File: src/rtl/uart_rx_pkg.sv
package uart_rx_pkg;

   typedef enum logic [1:0] {
      RX_IDLE,
      RX_START,
      RX_DATA,
      RX_STOP
   } rx_state_e;

   typedef struct packed {
      logic len9;
      logic par_en;
      logic par_odd;
      logic wake_addr;
   } rx_cfg_t;

endpackage

File: src/rtl/uart_rx_sampler.sv
module uart_rx_sampler
   import uart_rx_pkg::*;
#(
   parameter int OVS         = 16,
   parameter int DATA_W      = 9,
   parameter int SYNC_STAGES = 2
) (
   input  logic              clk,
   input  logic              rst_n,
   input  logic              en_i,
   input  logic              tick_i,
   input  logic              rx_i,
   input  logic              len_full_i,
   output logic [DATA_W-1:0] word_o,
   output logic              stop_ok_o,
   output logic              done_o,
   output logic              idle_o
);

   localparam int CNT_W     = $clog2(OVS);
   localparam int IDX_W     = $clog2(DATA_W + 1);
   localparam int FRAME_MAX = (DATA_W + 2) * OVS;
   localparam int IDLE_W    = $clog2(FRAME_MAX + 1);

   if (OVS < 4 || (OVS % 2) != 0) begin : g_bad_ovs
      $error("OVS must be even and at least 4");
   end

   logic rx_s;

   if (SYNC_STAGES == 0) begin : g_nosync
      assign rx_s = rx_i;
   end else begin : g_sync
      logic [SYNC_STAGES-1:0] sync_q;
      always_ff @(posedge clk or negedge rst_n) begin
         if (!rst_n) sync_q <= '1;
         else        sync_q <= {sync_q[SYNC_STAGES-2:0], rx_i};
      end
      assign rx_s = sync_q[SYNC_STAGES-1];
   end

   rx_state_e         st_q;
   logic [CNT_W-1:0]  cnt_q;
   logic [IDX_W-1:0]  idx_q;
   logic [IDX_W-1:0]  nbits;
   logic [IDLE_W-1:0] idle_cnt_q;
   logic [IDLE_W-1:0] frame_ticks;
   logic              prev_q;

   assign nbits       = len_full_i ? IDX_W'(DATA_W) : IDX_W'(DATA_W - 1);
   assign frame_ticks = len_full_i ? IDLE_W'(FRAME_MAX) : IDLE_W'(FRAME_MAX - OVS);

   always_ff @(posedge clk or negedge rst_n) begin
      if (!rst_n) begin
         st_q       <= RX_IDLE;
         cnt_q      <= '0;
         idx_q      <= '0;
         idle_cnt_q <= '0;
         prev_q     <= 1'b1;
         word_o     <= '0;
         stop_ok_o  <= 1'b1;
         done_o     <= 1'b0;
         idle_o     <= 1'b0;
      end else begin
         done_o <= 1'b0;
         idle_o <= 1'b0;
         if (!en_i) begin
            st_q       <= RX_IDLE;
            cnt_q      <= '0;
            idle_cnt_q <= '0;
            prev_q     <= 1'b1;
         end else if (tick_i) begin
            prev_q <= rx_s;
            if (!rx_s) begin
               idle_cnt_q <= '0;
            end else if (idle_cnt_q < frame_ticks) begin
               idle_cnt_q <= idle_cnt_q + 1'b1;
               if (idle_cnt_q == frame_ticks - 1'b1) idle_o <= 1'b1;
            end
            unique case (st_q)
               RX_IDLE: begin
                  if (prev_q && !rx_s) begin
                     st_q  <= RX_START;
                     cnt_q <= '0;
                  end
               end
               RX_START: begin
                  if (cnt_q == CNT_W'(OVS / 2 - 1)) begin
                     cnt_q  <= '0;
                     idx_q  <= '0;
                     word_o <= '0;
                     st_q   <= rx_s ? RX_IDLE : RX_DATA;
                  end else begin
                     cnt_q <= cnt_q + 1'b1;
                  end
               end
               RX_DATA: begin
                  if (cnt_q == CNT_W'(OVS - 1)) begin
                     cnt_q         <= '0;
                     word_o[idx_q] <= rx_s;
                     if (idx_q == nbits - 1'b1) st_q <= RX_STOP;
                     else                       idx_q <= idx_q + 1'b1;
                  end else begin
                     cnt_q <= cnt_q + 1'b1;
                  end
               end
               RX_STOP: begin
                  if (cnt_q == CNT_W'(OVS - 1)) begin
                     cnt_q     <= '0;
                     stop_ok_o <= rx_s;
                     done_o    <= 1'b1;
                     st_q      <= RX_IDLE;
                  end else begin
                     cnt_q <= cnt_q + 1'b1;
                  end
               end
               default: st_q <= RX_IDLE;
            endcase
         end
      end
   end

   a_r12_idle_when_off: assert property (@(posedge clk) disable iff (!rst_n)
      !en_i |=> (st_q == RX_IDLE && !done_o));

endmodule

File: src/rtl/uart_rx_mute_ctl.sv
module uart_rx_mute_ctl #(
   parameter int ADDR_W = 4
) (
   input  logic              clk,
   input  logic              rst_n,
   input  logic              mute_en_i,
   input  logic              wake_addr_i,
   input  logic              mute_req_i,
   input  logic              idle_i,
   input  logic              done_i,
   input  logic              is_addr_i,
   input  logic [ADDR_W-1:0] addr_i,
   input  logic [ADDR_W-1:0] node_i,
   output logic              deliver_o,
   output logic              muted_o
);

   logic addr_word;
   logic hit;

   assign addr_word = wake_addr_i && is_addr_i;
   assign hit       = addr_word && (addr_i == node_i);

   always_comb begin
      deliver_o = 1'b0;
      if (done_i) begin
         if (muted_o) deliver_o = hit;
         else         deliver_o = !(mute_en_i && addr_word && !hit);
      end
   end

   always_ff @(posedge clk or negedge rst_n) begin
      if (!rst_n) begin
         muted_o <= 1'b0;
      end else if (!mute_en_i) begin
         muted_o <= 1'b0;
      end else if (mute_req_i) begin
         muted_o <= 1'b1;
      end else if (done_i && addr_word) begin
         muted_o <= !hit;
      end else if (idle_i && !wake_addr_i) begin
         muted_o <= 1'b0;
      end
   end

   a_r7_mute_needs_enable: assert property (@(posedge clk) disable iff (!rst_n)
      !mute_en_i |=> !muted_o);

   a_r10_no_plain_word_while_muted: assert property (@(posedge clk) disable iff (!rst_n)
      (muted_o && !is_addr_i) |-> !deliver_o);

endmodule

File: src/rtl/uart_rx_mute.sv
module uart_rx_mute
   import uart_rx_pkg::*;
#(
   parameter int OVS         = 16,
   parameter int DATA_W      = 9,
   parameter int ADDR_W      = 4,
   parameter int SYNC_STAGES = 2
) (
   input  logic              clk,
   input  logic              rst_n,
   input  logic              rx_i,
   input  logic              tick_i,
   input  logic              en_i,
   input  logic              cfg_len9_i,
   input  logic              cfg_par_en_i,
   input  logic              cfg_par_odd_i,
   input  logic              cfg_mute_en_i,
   input  logic              cfg_wake_addr_i,
   input  logic [ADDR_W-1:0] cfg_node_i,
   input  logic              mute_req_i,
   input  logic              rx_ack_i,
   input  logic              ie_rx_i,
   input  logic              ie_par_i,
   output logic [DATA_W-1:0] data_o,
   output logic              rdy_o,
   output logic              par_err_o,
   output logic              frm_err_o,
   output logic              ovr_err_o,
   output logic              muted_o,
   output logic              irq_o
);

   if (ADDR_W > DATA_W - 2) begin : g_bad_addr
      $error("ADDR_W must leave room for the address flag and parity");
   end

   localparam logic [DATA_W-1:0] TOP_FULL  = DATA_W'(1) << (DATA_W - 1);
   localparam logic [DATA_W-1:0] TOP_SHORT = DATA_W'(1) << (DATA_W - 2);

   rx_cfg_t cfg_q;

   always_ff @(posedge clk or negedge rst_n) begin
      if (!rst_n)     cfg_q <= '0;
      else if (!en_i) cfg_q <= '{len9: cfg_len9_i, par_en: cfg_par_en_i,
                                 par_odd: cfg_par_odd_i, wake_addr: cfg_wake_addr_i};
   end

   logic [DATA_W-1:0] word;
   logic              stop_ok, done, idle;

   uart_rx_sampler #(.OVS(OVS), .DATA_W(DATA_W), .SYNC_STAGES(SYNC_STAGES)) u_smp (
      .clk        (clk),
      .rst_n      (rst_n),
      .en_i       (en_i),
      .tick_i     (tick_i),
      .rx_i       (rx_i),
      .len_full_i (cfg_q.len9),
      .word_o     (word),
      .stop_ok_o  (stop_ok),
      .done_o     (done),
      .idle_o     (idle)
   );

   logic [DATA_W-1:0] top_mask, addr_mask, clean;
   logic              par_bad, is_addr, deliver;

   always_comb begin
      top_mask  = cfg_q.len9 ? TOP_FULL : TOP_SHORT;
      clean     = cfg_q.par_en ? (word & ~top_mask) : word;
      addr_mask = cfg_q.par_en ? (top_mask >> 1) : top_mask;
      is_addr   = |(clean & addr_mask);
      par_bad   = cfg_q.par_en && ((^word) ^ cfg_q.par_odd);
   end

   uart_rx_mute_ctl #(.ADDR_W(ADDR_W)) u_mute (
      .clk         (clk),
      .rst_n       (rst_n),
      .mute_en_i   (cfg_mute_en_i),
      .wake_addr_i (cfg_q.wake_addr),
      .mute_req_i  (mute_req_i),
      .idle_i      (idle),
      .done_i      (done),
      .is_addr_i   (is_addr),
      .addr_i      (clean[ADDR_W-1:0]),
      .node_i      (cfg_node_i),
      .deliver_o   (deliver),
      .muted_o     (muted_o)
   );

   always_ff @(posedge clk or negedge rst_n) begin
      if (!rst_n) begin
         data_o    <= '0;
         rdy_o     <= 1'b0;
         par_err_o <= 1'b0;
         frm_err_o <= 1'b0;
         ovr_err_o <= 1'b0;
      end else if (deliver && rdy_o && !rx_ack_i) begin
         ovr_err_o <= 1'b1;
      end else if (deliver) begin
         data_o    <= clean;
         rdy_o     <= 1'b1;
         par_err_o <= par_bad;
         frm_err_o <= !stop_ok;
         ovr_err_o <= 1'b0;
      end else if (rx_ack_i) begin
         rdy_o     <= 1'b0;
         par_err_o <= 1'b0;
         frm_err_o <= 1'b0;
         ovr_err_o <= 1'b0;
      end
   end

   assign irq_o = (ie_rx_i && (rdy_o || ovr_err_o)) || (ie_par_i && par_err_o);

   a_r5_overrun_has_word: assert property (@(posedge clk) disable iff (!rst_n)
      ovr_err_o |-> rdy_o);

   a_r5_data_kept: assert property (@(posedge clk) disable iff (!rst_n)
      (rdy_o && !rx_ack_i) |=> $stable(data_o));

   a_r6_cfg_frozen: assert property (@(posedge clk) disable iff (!rst_n)
      $past(en_i) |-> $stable(cfg_q));

endmodule

File: config.mk
export PLATFORM = sky130hd
export DESIGN_NAME = uart_rx_mute
export DESIGN_NICKNAME = d
export VERILOG_FILES = /design/src/rtl/uart_rx_pkg.sv /design/src/rtl/uart_rx_sampler.sv /design/src/rtl/uart_rx_mute_ctl.sv /design/src/rtl/uart_rx_mute.sv
export SDC_FILE = /design/constraint.sdc
export NUM_CORES = 1
export LEC_CHECK = 0
export ABC_CLOCK_PERIOD_IN_PS = 3300
export BUFFER_PORTS_ARGS = -buffer_cell sky130_fd_sc_hd__buf_2
export CORE_ASPECT_RATIO = 1.5
export CORE_MARGIN = 3
export CORE_UTILIZATION = 40
export CTS_CLUSTER_DIAMETER = 30
export DETAILED_ROUTE_END_ITERATION = 10
export PLACE_DENSITY = 0.68
export SLEW_MARGIN = 15
export SYNTH_ARGS = -nofsm -noshare
export SYNTH_HDL_FRONTEND = slang
export SYNTH_HIERARCHICAL = 1
export SYNTH_SLANG_ARGS = --single-unit
File: constraint.sdc
create_clock -name clk -period 3.3 [get_ports clk]
set_input_delay 0.495 -clock clk [delete_from_list [all_inputs] [get_ports clk]]
set_output_delay 0.495 -clock clk [all_outputs]
set_load 0.005 [all_outputs]
==> metrics.cfg, run 1 <==
[cts]
root_buffer = clkbuf_8
clk_latency_ns = 0.30
cts_sinks = 51
cts_setup_buffers = 0
path_clk_slew_ns = 0.10
ctsHoldBuffers = 0
h-tree-depth = 2
tritoncts = yes
cts-buffers-inserted = 5
cts_buffer_depth = 2
post_cts_resized = 0

[route]
wl_per_cell_um = 14.5
highest_layer = met4
dr.pass1.iters = 4
vias = 2099
dr.first_iter.drc_count = 97
ant_nets = 0
wl_met2_um = 2980
vias_per_cell = 5.51
drc = 0
dr_wl_met3_um = 161
wl_met1_um = 2330
finalWirelength_um = 5510

[critical_path]
crit_arrival_ns = 2.60
r2r_slack_ns = 0.90
path_class = flop to flop
reg2reg_from = cfg_q[3]
ff2ff_path_depth = 7
r2r_end = data_o[6]
path_max_fanout = 13
startpoint_type = flop
critical_path.endpoint_type = flop
cp.required_ns = 3.49

[sta]
fmax_mhz = 416
period_needed_ns = 2.40
setup_viol = 0
fin_setup_tns_ns = 0
hold_violations = 0
drv_slew = 0
rsz0062_at_grt = false
worst-slew-pin-transition_ns = 0.661
skew_ns = 0.00660
relSlewSlack_pct = 55.8
fin_crit_sh_pct = 72.8

[floorplanning]
ioPinCount = 33
fp.dieArea_um2 = 8110
core_area_um2 = 6670
die-width_um = 74.5
initial_core_util_pct = 42.3
die_y_um = 109
rows = 36

[yosys]
syn-cell-area_um2 = 2820
syn_avg_cell_area_um2 = 10.4
ys_async_sr_fraction_pct = 100
synth-edff-count = 0
syn_inst = 272
synth_nets = 299
ys_ff_latch = 51
synthFlopType = dfrtp_1
yosysWarnings = 6
synth.distinct_cells = 53
seq_area_frac_synth_pct = 45.5

[power_and_ir_drop]
powerDensity_nw_per_um2 = 362
switching_share_pct = 24.8
vdd_drop_max_v = 0.000184
p_switching_w = 0.000283
power_frac_seq_pct = 57.7
p_clk_share_pct = 33.2
p_leak_nw = 1.46
p_int_w = 0.000857
p_total_w = 0.00114
power_frac_comb_pct = 9.1

[cells_and_area]
antenna_cells = 0
area_delta_synth_final_pct = 11.6
finish.instance_area_um2 = 3150
post-route-util_pct = 47.2
final_nets = 331
drive_above_1_share_pct = 22.6

[placed_design]
port_buffers = 32
place.gp.congestion = 0.808
dpl_cell_area_um2 = 3040
place_hpwl_um = 4090

[global_route]
grt_max_degree = 50
antenna_found_initial = 0
grt_overflow = 0
grt_pass1_vias = 2042
grt_util_all_layers_pct = 14.6
grt_pass1_wl_um = 9320

[run_status]
status = completed

[min_path]
hold_class = primary input to asynchronous set/reset pin

[flow_run]
cap_violations = 0

cells by family (layout without fill, tap and decap cells):
logic type | after synthesis | in the layout | synth area share, %
muxes | 21 | 21 | 8.39
AOI/OAI and AO/OA | 62 | 62 | 16.2
DFF | 51 | 51 | 45.5
adders and majority gates | 9 | 9 | 3.99
xor gates and xnor gates | 12 | 12 | 4.22
buffers and inverters | 20 | 53 | 3.06
and+or+nand+nor | 97 | 97 | 18.7
how the worst max path moves through the flow:
stage               depth (start not counted)         to  startpoint
CTS                                         7  data_o[6]    cfg_q[3]
finish                                      7  data_o[6]    cfg_q[3]
global route                                7  data_o[1]    cfg_q[3]
floorplan                                   8  data_o[1]    cfg_q[3]
global placement                            7  data_o[4]    cfg_q[3]
detailed placement                          7  data_o[6]    cfg_q[3]
power by group through the flow:
stage	registers, W	logic (W)	clock network (W)
2_1_floorplan	0.000661	0.0000737	0
3_5_place_dp	0.000671	0.000105	0
5_1_grt	0.000662	0.000118	0.000417
6_report	0.000658	0.000103	0.000378
3_3_place_gp	0.000670	0.000103	0
4_1_cts	0.000659	0.000105	0.000390
synthesized netlist by cell type, types with 3 or more instances:
cell | count | area, um2
nand2_1 | 29 | 109
buf_2 | 3 | 15.0
o21a_1 | 3 | 22.5
nor2_1 | 6 | 22.5
or2_2 | 3 | 18.8
xnor2_1 | 10 | 87.6
inv_1 | 11 | 41.3
nand4_1 | 4 | 25.0
dfstp_2 | 4 | 105
a22o_1 | 9 | 78.8
clkbuf_1 | 5 | 18.8
a31oi_1 | 4 | 25.0
nand2b_1 | 9 | 56.3
nor2b_1 | 10 | 62.6
ha_1 | 9 | 113
nand3_1 | 16 | 80.1
dfrtp_1 | 47 | 1180
mux2_2 | 13 | 146
a32o_1 | 4 | 40.0
o31ai_1 | 3 | 22.5
mux2i_1 | 6 | 60.1
o211ai_1 | 4 | 30.0
and3_1 | 4 | 25.0
a21o_1 | 8 | 60.1
o21ai_0 | 14 | 70.1
metrics by stage:
step / setup slack (ns) / std cells / hold slack, ns
floorplan: 1.21 / 272 / 0.199
global placement: 0.977 / 373 / 0.347
detailed placement: 0.896 / 373 / 0.348
CTS: 0.867 / 381 / 0.278
global route: 0.542 / 381 / 0.247
finish: 0.897 / 381 / 0.203
final cells by class:
type / count / area (um2)
timing repair buffer: 34 / 178
multi-input combinational: 201 / 1450
sequential: 51 / 1280
clock buffer: 6 / 82.6
clock inverter: 2 / 16.3
fill: 646 / 3520
inverter: 11 / 41.3
tap: 76 / 95.1
sequential cells by signal, indices dropped and copies added, names as in the netlist:
register	flops
u_smp/cnt_q	4
ovr_err_o	1
u_smp/prev_q	1
cfg_q	4
par_err_o	1
u_smp/done_o	1
u_smp/st_q	2
u_smp/g_sync.sync_q	2
rdy_o	1
u_smp/idle_cnt_q	8
frm_err_o	1
data_o	9
u_smp/idle_o	1
u_smp/idx_q	4
u_smp/word_o	9
u_smp/stop_ok_o	1
u_mute/muted_o	1
critical path, stage by stage, from the launching register on:
cell and delay [ns]:
dfrtp_1 0.48, ha_1 0.31, inv_1 0.03, o21ai_0 0.20
nand3_1 0.16, o21ai_0 0.35, nand2_1 0.38, mux2_2 0.38
metal layers:
layer	up-vias	global-route usage [%]
met5	-	0
met4	0	3.69
met3	6	2.58
met2	31	26.9
met1	1017	17.0
li1	1045	-
layout by cell type, fill, tap and decap left out, types with 8 or more instances in the layout:
cell type / instances
xnor2_1: 10
nor2b_1: 10
nand2_1: 29
mux2_2: 13
a21o_1: 8
nand3_1: 16
a22o_1: 9
o21ai_0: 14
dfrtp_1: 47
buf_2: 31
ha_1: 9
inv_1: 11
nand2b_1: 9
Power figures use the tool's default switching activity.
==> run 2: changes to the inputs <==
--- a/config.mk
+++ b/config.mk
@@ -5,7 +5,8 @@
 export SDC_FILE = /design/constraint.sdc
 export NUM_CORES = 1
 export LEC_CHECK = 0
-export ABC_CLOCK_PERIOD_IN_PS = 3300
+export ABC_AREA = 1
+export ABC_CLOCK_PERIOD_IN_PS = 2400
 export BUFFER_PORTS_ARGS = -buffer_cell sky130_fd_sc_hd__buf_2
 export CORE_ASPECT_RATIO = 1.5
 export CORE_MARGIN = 3
==> constraint.sdc (replaced) <==
create_clock -name clk -period 2.4 [get_ports clk]
set_input_delay 0.36 -clock clk [delete_from_list [all_inputs] [get_ports clk]]
set_output_delay 0.36 -clock clk [all_outputs]
set_load 0.005 [all_outputs]
==> run 2 against run 1 <==
Effect of this change:
- die area increased by 2.2%
- global-route usage increased by 0.26 points
- register-to-register slack got worse by 0.55 ns
- combinational power increased to 4.1 times the previous value
- routed wire length increased by 5.8%
- clock skew increased by 0.0035 ns
- total power increased by 69%
- sequential power increased by 48%
- final area increased by 2.0%
- setup slack got worse by 0.55 ns
- critical path type unchanged
==> metrics.cfg, run 2 <==
[route]
dr.first_iter.drc_count = 90
vias = 2475
wl_per_cell_um = 11.6
dr.pass1.iters = 5
drc = 0
vias_per_cell = 4.91
ant_nets = 0
finalWirelength_um = 5830

[yosys]
syn_avg_cell_area_um2 = 7.40
synthTopCellsByCount = 122 x nand2_1, 50 x inv_1, 47 x dfrtp_1, 37 x nor2_1, 34 x nand3_1
ys_ff_latch = 51
synthFlopType = dfrtp_1
synthDominantCellAreaShare_pct = 40.8
synth_top_area_cell = dfrtp_1
syn-cell-area_um2 = 2890
yosys.area_share.simple_pct = 31.3
synth_xor_area_share_pct = 1.78
synth.most_common_cell = nand2_1
synthAdderAreaFrac_pct = 3.90
yosysWarnings = 6
synthTopCellsByArea = dfrtp_1 41%, nand2_1 16%, inv_1 6.5%
ys_async_sr_fraction_pct = 100
synth.distinct_cells = 35
synth_compound_area_share_pct = 9.71
seq_area_frac_synth_pct = 44.4
syn_inst = 390
synthMuxAreaShare_pct = 0.390
synth_nets = 417
synth_top_family_by_area = simple AND/OR/NAND/NOR gates
synth-edff-count = 0

[sta]
setup_viol = 0
fin_setup_tns_ns = 0
drv_slew = 0
relSlewSlack_pct = 56.5
rsz0062_at_grt = false
hold_violations = 0
period_needed_ns = 2.05
skew_ns = 0.0101
fmax_mhz = 487
worst-slew-pin-transition_ns = 0.653
fin_crit_sh_pct = 85.6

[cts]
post_cts_resized = 0
clk_latency_ns = 0.31
cts_buffer_depth = 2
cts_sinks = 51
root_buffer = clkbuf_8
cts-buffers-inserted = 5
path_clk_slew_ns = 0.11
h-tree-depth = 2
cts_setup_buffers = 0
tritoncts = yes
ctsHoldBuffers = 0

[flow_run]
cap_violations = 0

[power_and_ir_drop]
p_clk_share_pct = 27.7
p_int_w = 0.00126
p_leak_nw = 1.69
power_frac_comb_pct = 21.7
power_frac_seq_pct = 50.6
switching_share_pct = 34.5
vdd_drop_max_v = 0.000321
powerDensity_nw_per_um2 = 600
p_switching_w = 0.000665

[placed_design]
place.gp.congestion = 0.869
port_buffers = 32
place_hpwl_um = 4540
dpl_cell_area_um2 = 3110

[floorplanning]
die_y_um = 110
fp.dieArea_um2 = 8290
die-width_um = 75.3
rows = 37
initial_core_util_pct = 41.5
ioPinCount = 33
core_area_um2 = 6940

[critical_path]
cp.required_ns = 2.60
ff2ff_path_depth = 15
critPathMostFrequentCell = nand2_1
path_class = flop to flop
worstPathCellList = inv_1, ha_1, nand2_1, nand3_1, nand2_1, inv_2, nand3_1, nor2_1, nand2_1, a21boi_2, inv_1, o21ai_0, inv_1, nand2_1, o21ai_0
cpPeakStageDelay_ns = 0.40
crit_arrival_ns = 2.25
startpoint_type = flop
critical_path.endpoint_type = flop
path_max_fanout = 4
crit_slowest_cell = dfrtp_1

[global_route]
grt_util_all_layers_pct = 14.8
grt_pass1_vias = 2313
grt_max_degree = 52
grt_pass1_wl_um = 9680
grt_overflow = 0
antenna_found_initial = 0

[cells_and_area]
antenna_cells = 0
layout_commonest_cell = nand2_1
drive_above_1_share_pct = 16.0
area_delta_synth_final_pct = 11.2
finish.instance_area_um2 = 3210
final_nets = 452
post-route-util_pct = 46.2
final_cell_mix = 122 x nand2_1, 50 x inv_1, 46 x dfrtp_1, 37 x nor2_1, 34 x nand3_1
top_regs = data_o: 9 flops, u_smp/word_o: 9 flops, u_smp/idle_cnt_q: 8 flops

[run_status]
status = completed

[min_path]
hold_class = primary input to asynchronous set/reset pin

## run 2: through the flow
step	instances	power (W)	setup WS, ns	hold WS [ns]
3_3_place_gp	496	0.00140	0.372	0.347
6_report	504	0.00192	0.347	0.146
2_1_floorplan	390	0.00130	0.536	0.0644
3_5_place_dp	496	0.00141	0.236	0.347
5_1_grt	504	0.00206	0.0813	0.119
4_1_cts	504	0.00195	0.215	0.131
## run 2: worst paths after layout
kind	startpoint	to	slack, ns
setup / recovery	cfg_q[2]	frm_err_o	0.35
hold / removal	rst_n	data_o[6]	0.15
setup reg to reg	cfg_q[2]	frm_err_o	0.35
hold reg to reg	u_smp/g_sync.sync_q[0]	u_smp/g_sync.sync_q[1]	0.36
max in group asynchronous	rst_n	cfg_q[3]	1.78
min in group clk	rx_i	u_smp/g_sync.sync_q[0]	0.15
## run 2: layer usage
layer  GRT usage (%)  wire length [um]
met1            15.0              2320
met2            29.4              3180
met3            2.27               178
met4            5.00               155
met5               0                 0
## run 2: final cells by class
type / instances / area, um2
Clock inverter: 3 / 28.8
Fill cell: 683 / 3730
Tap cell: 78 / 97.6
Inverter: 55 / 206
Timing Repair Buffer: 33 / 168
Multi-Input combinational cell: 279 / 1360
Clock buffer: 5 / 68.8
Sequential cell: 51 / 1280
## run 2: cells by family (layout without fill, tap and decap cells)
family                   Yosys count  in the layout
AO/OA/AOI/OAI                     51             51
AND/OR/NAND/NOR                  213            213
XOR/XNOR                           5              5
multiplexers                       1              1
adder cells (fa/ha/maj)            9              9
flip-flops                        51             51
buffers and inverters             60             96
## run 2: power by group through the flow
stage,combinational [W],clock [W],sequential [W]
detailed placement,0.000422,0,0.000990
global route,0.000490,0.000586,0.000984
floorplan,0.000328,0,0.000976
finish,0.000418,0.000533,0.000974
CTS,0.000423,0.000550,0.000974
global placement,0.000412,0,0.000987
## run 2: worst max-delay path, delay by kind of cell (launching register included)
kind,cells,cell delay (ns)
AO/OA/AOI/OAI,3,0.49
adder cells (fa/ha/maj),1,0.28
buffers and inverters,4,0.31
flip-flops,1,0.40
AND/OR/NAND/NOR,7,0.47
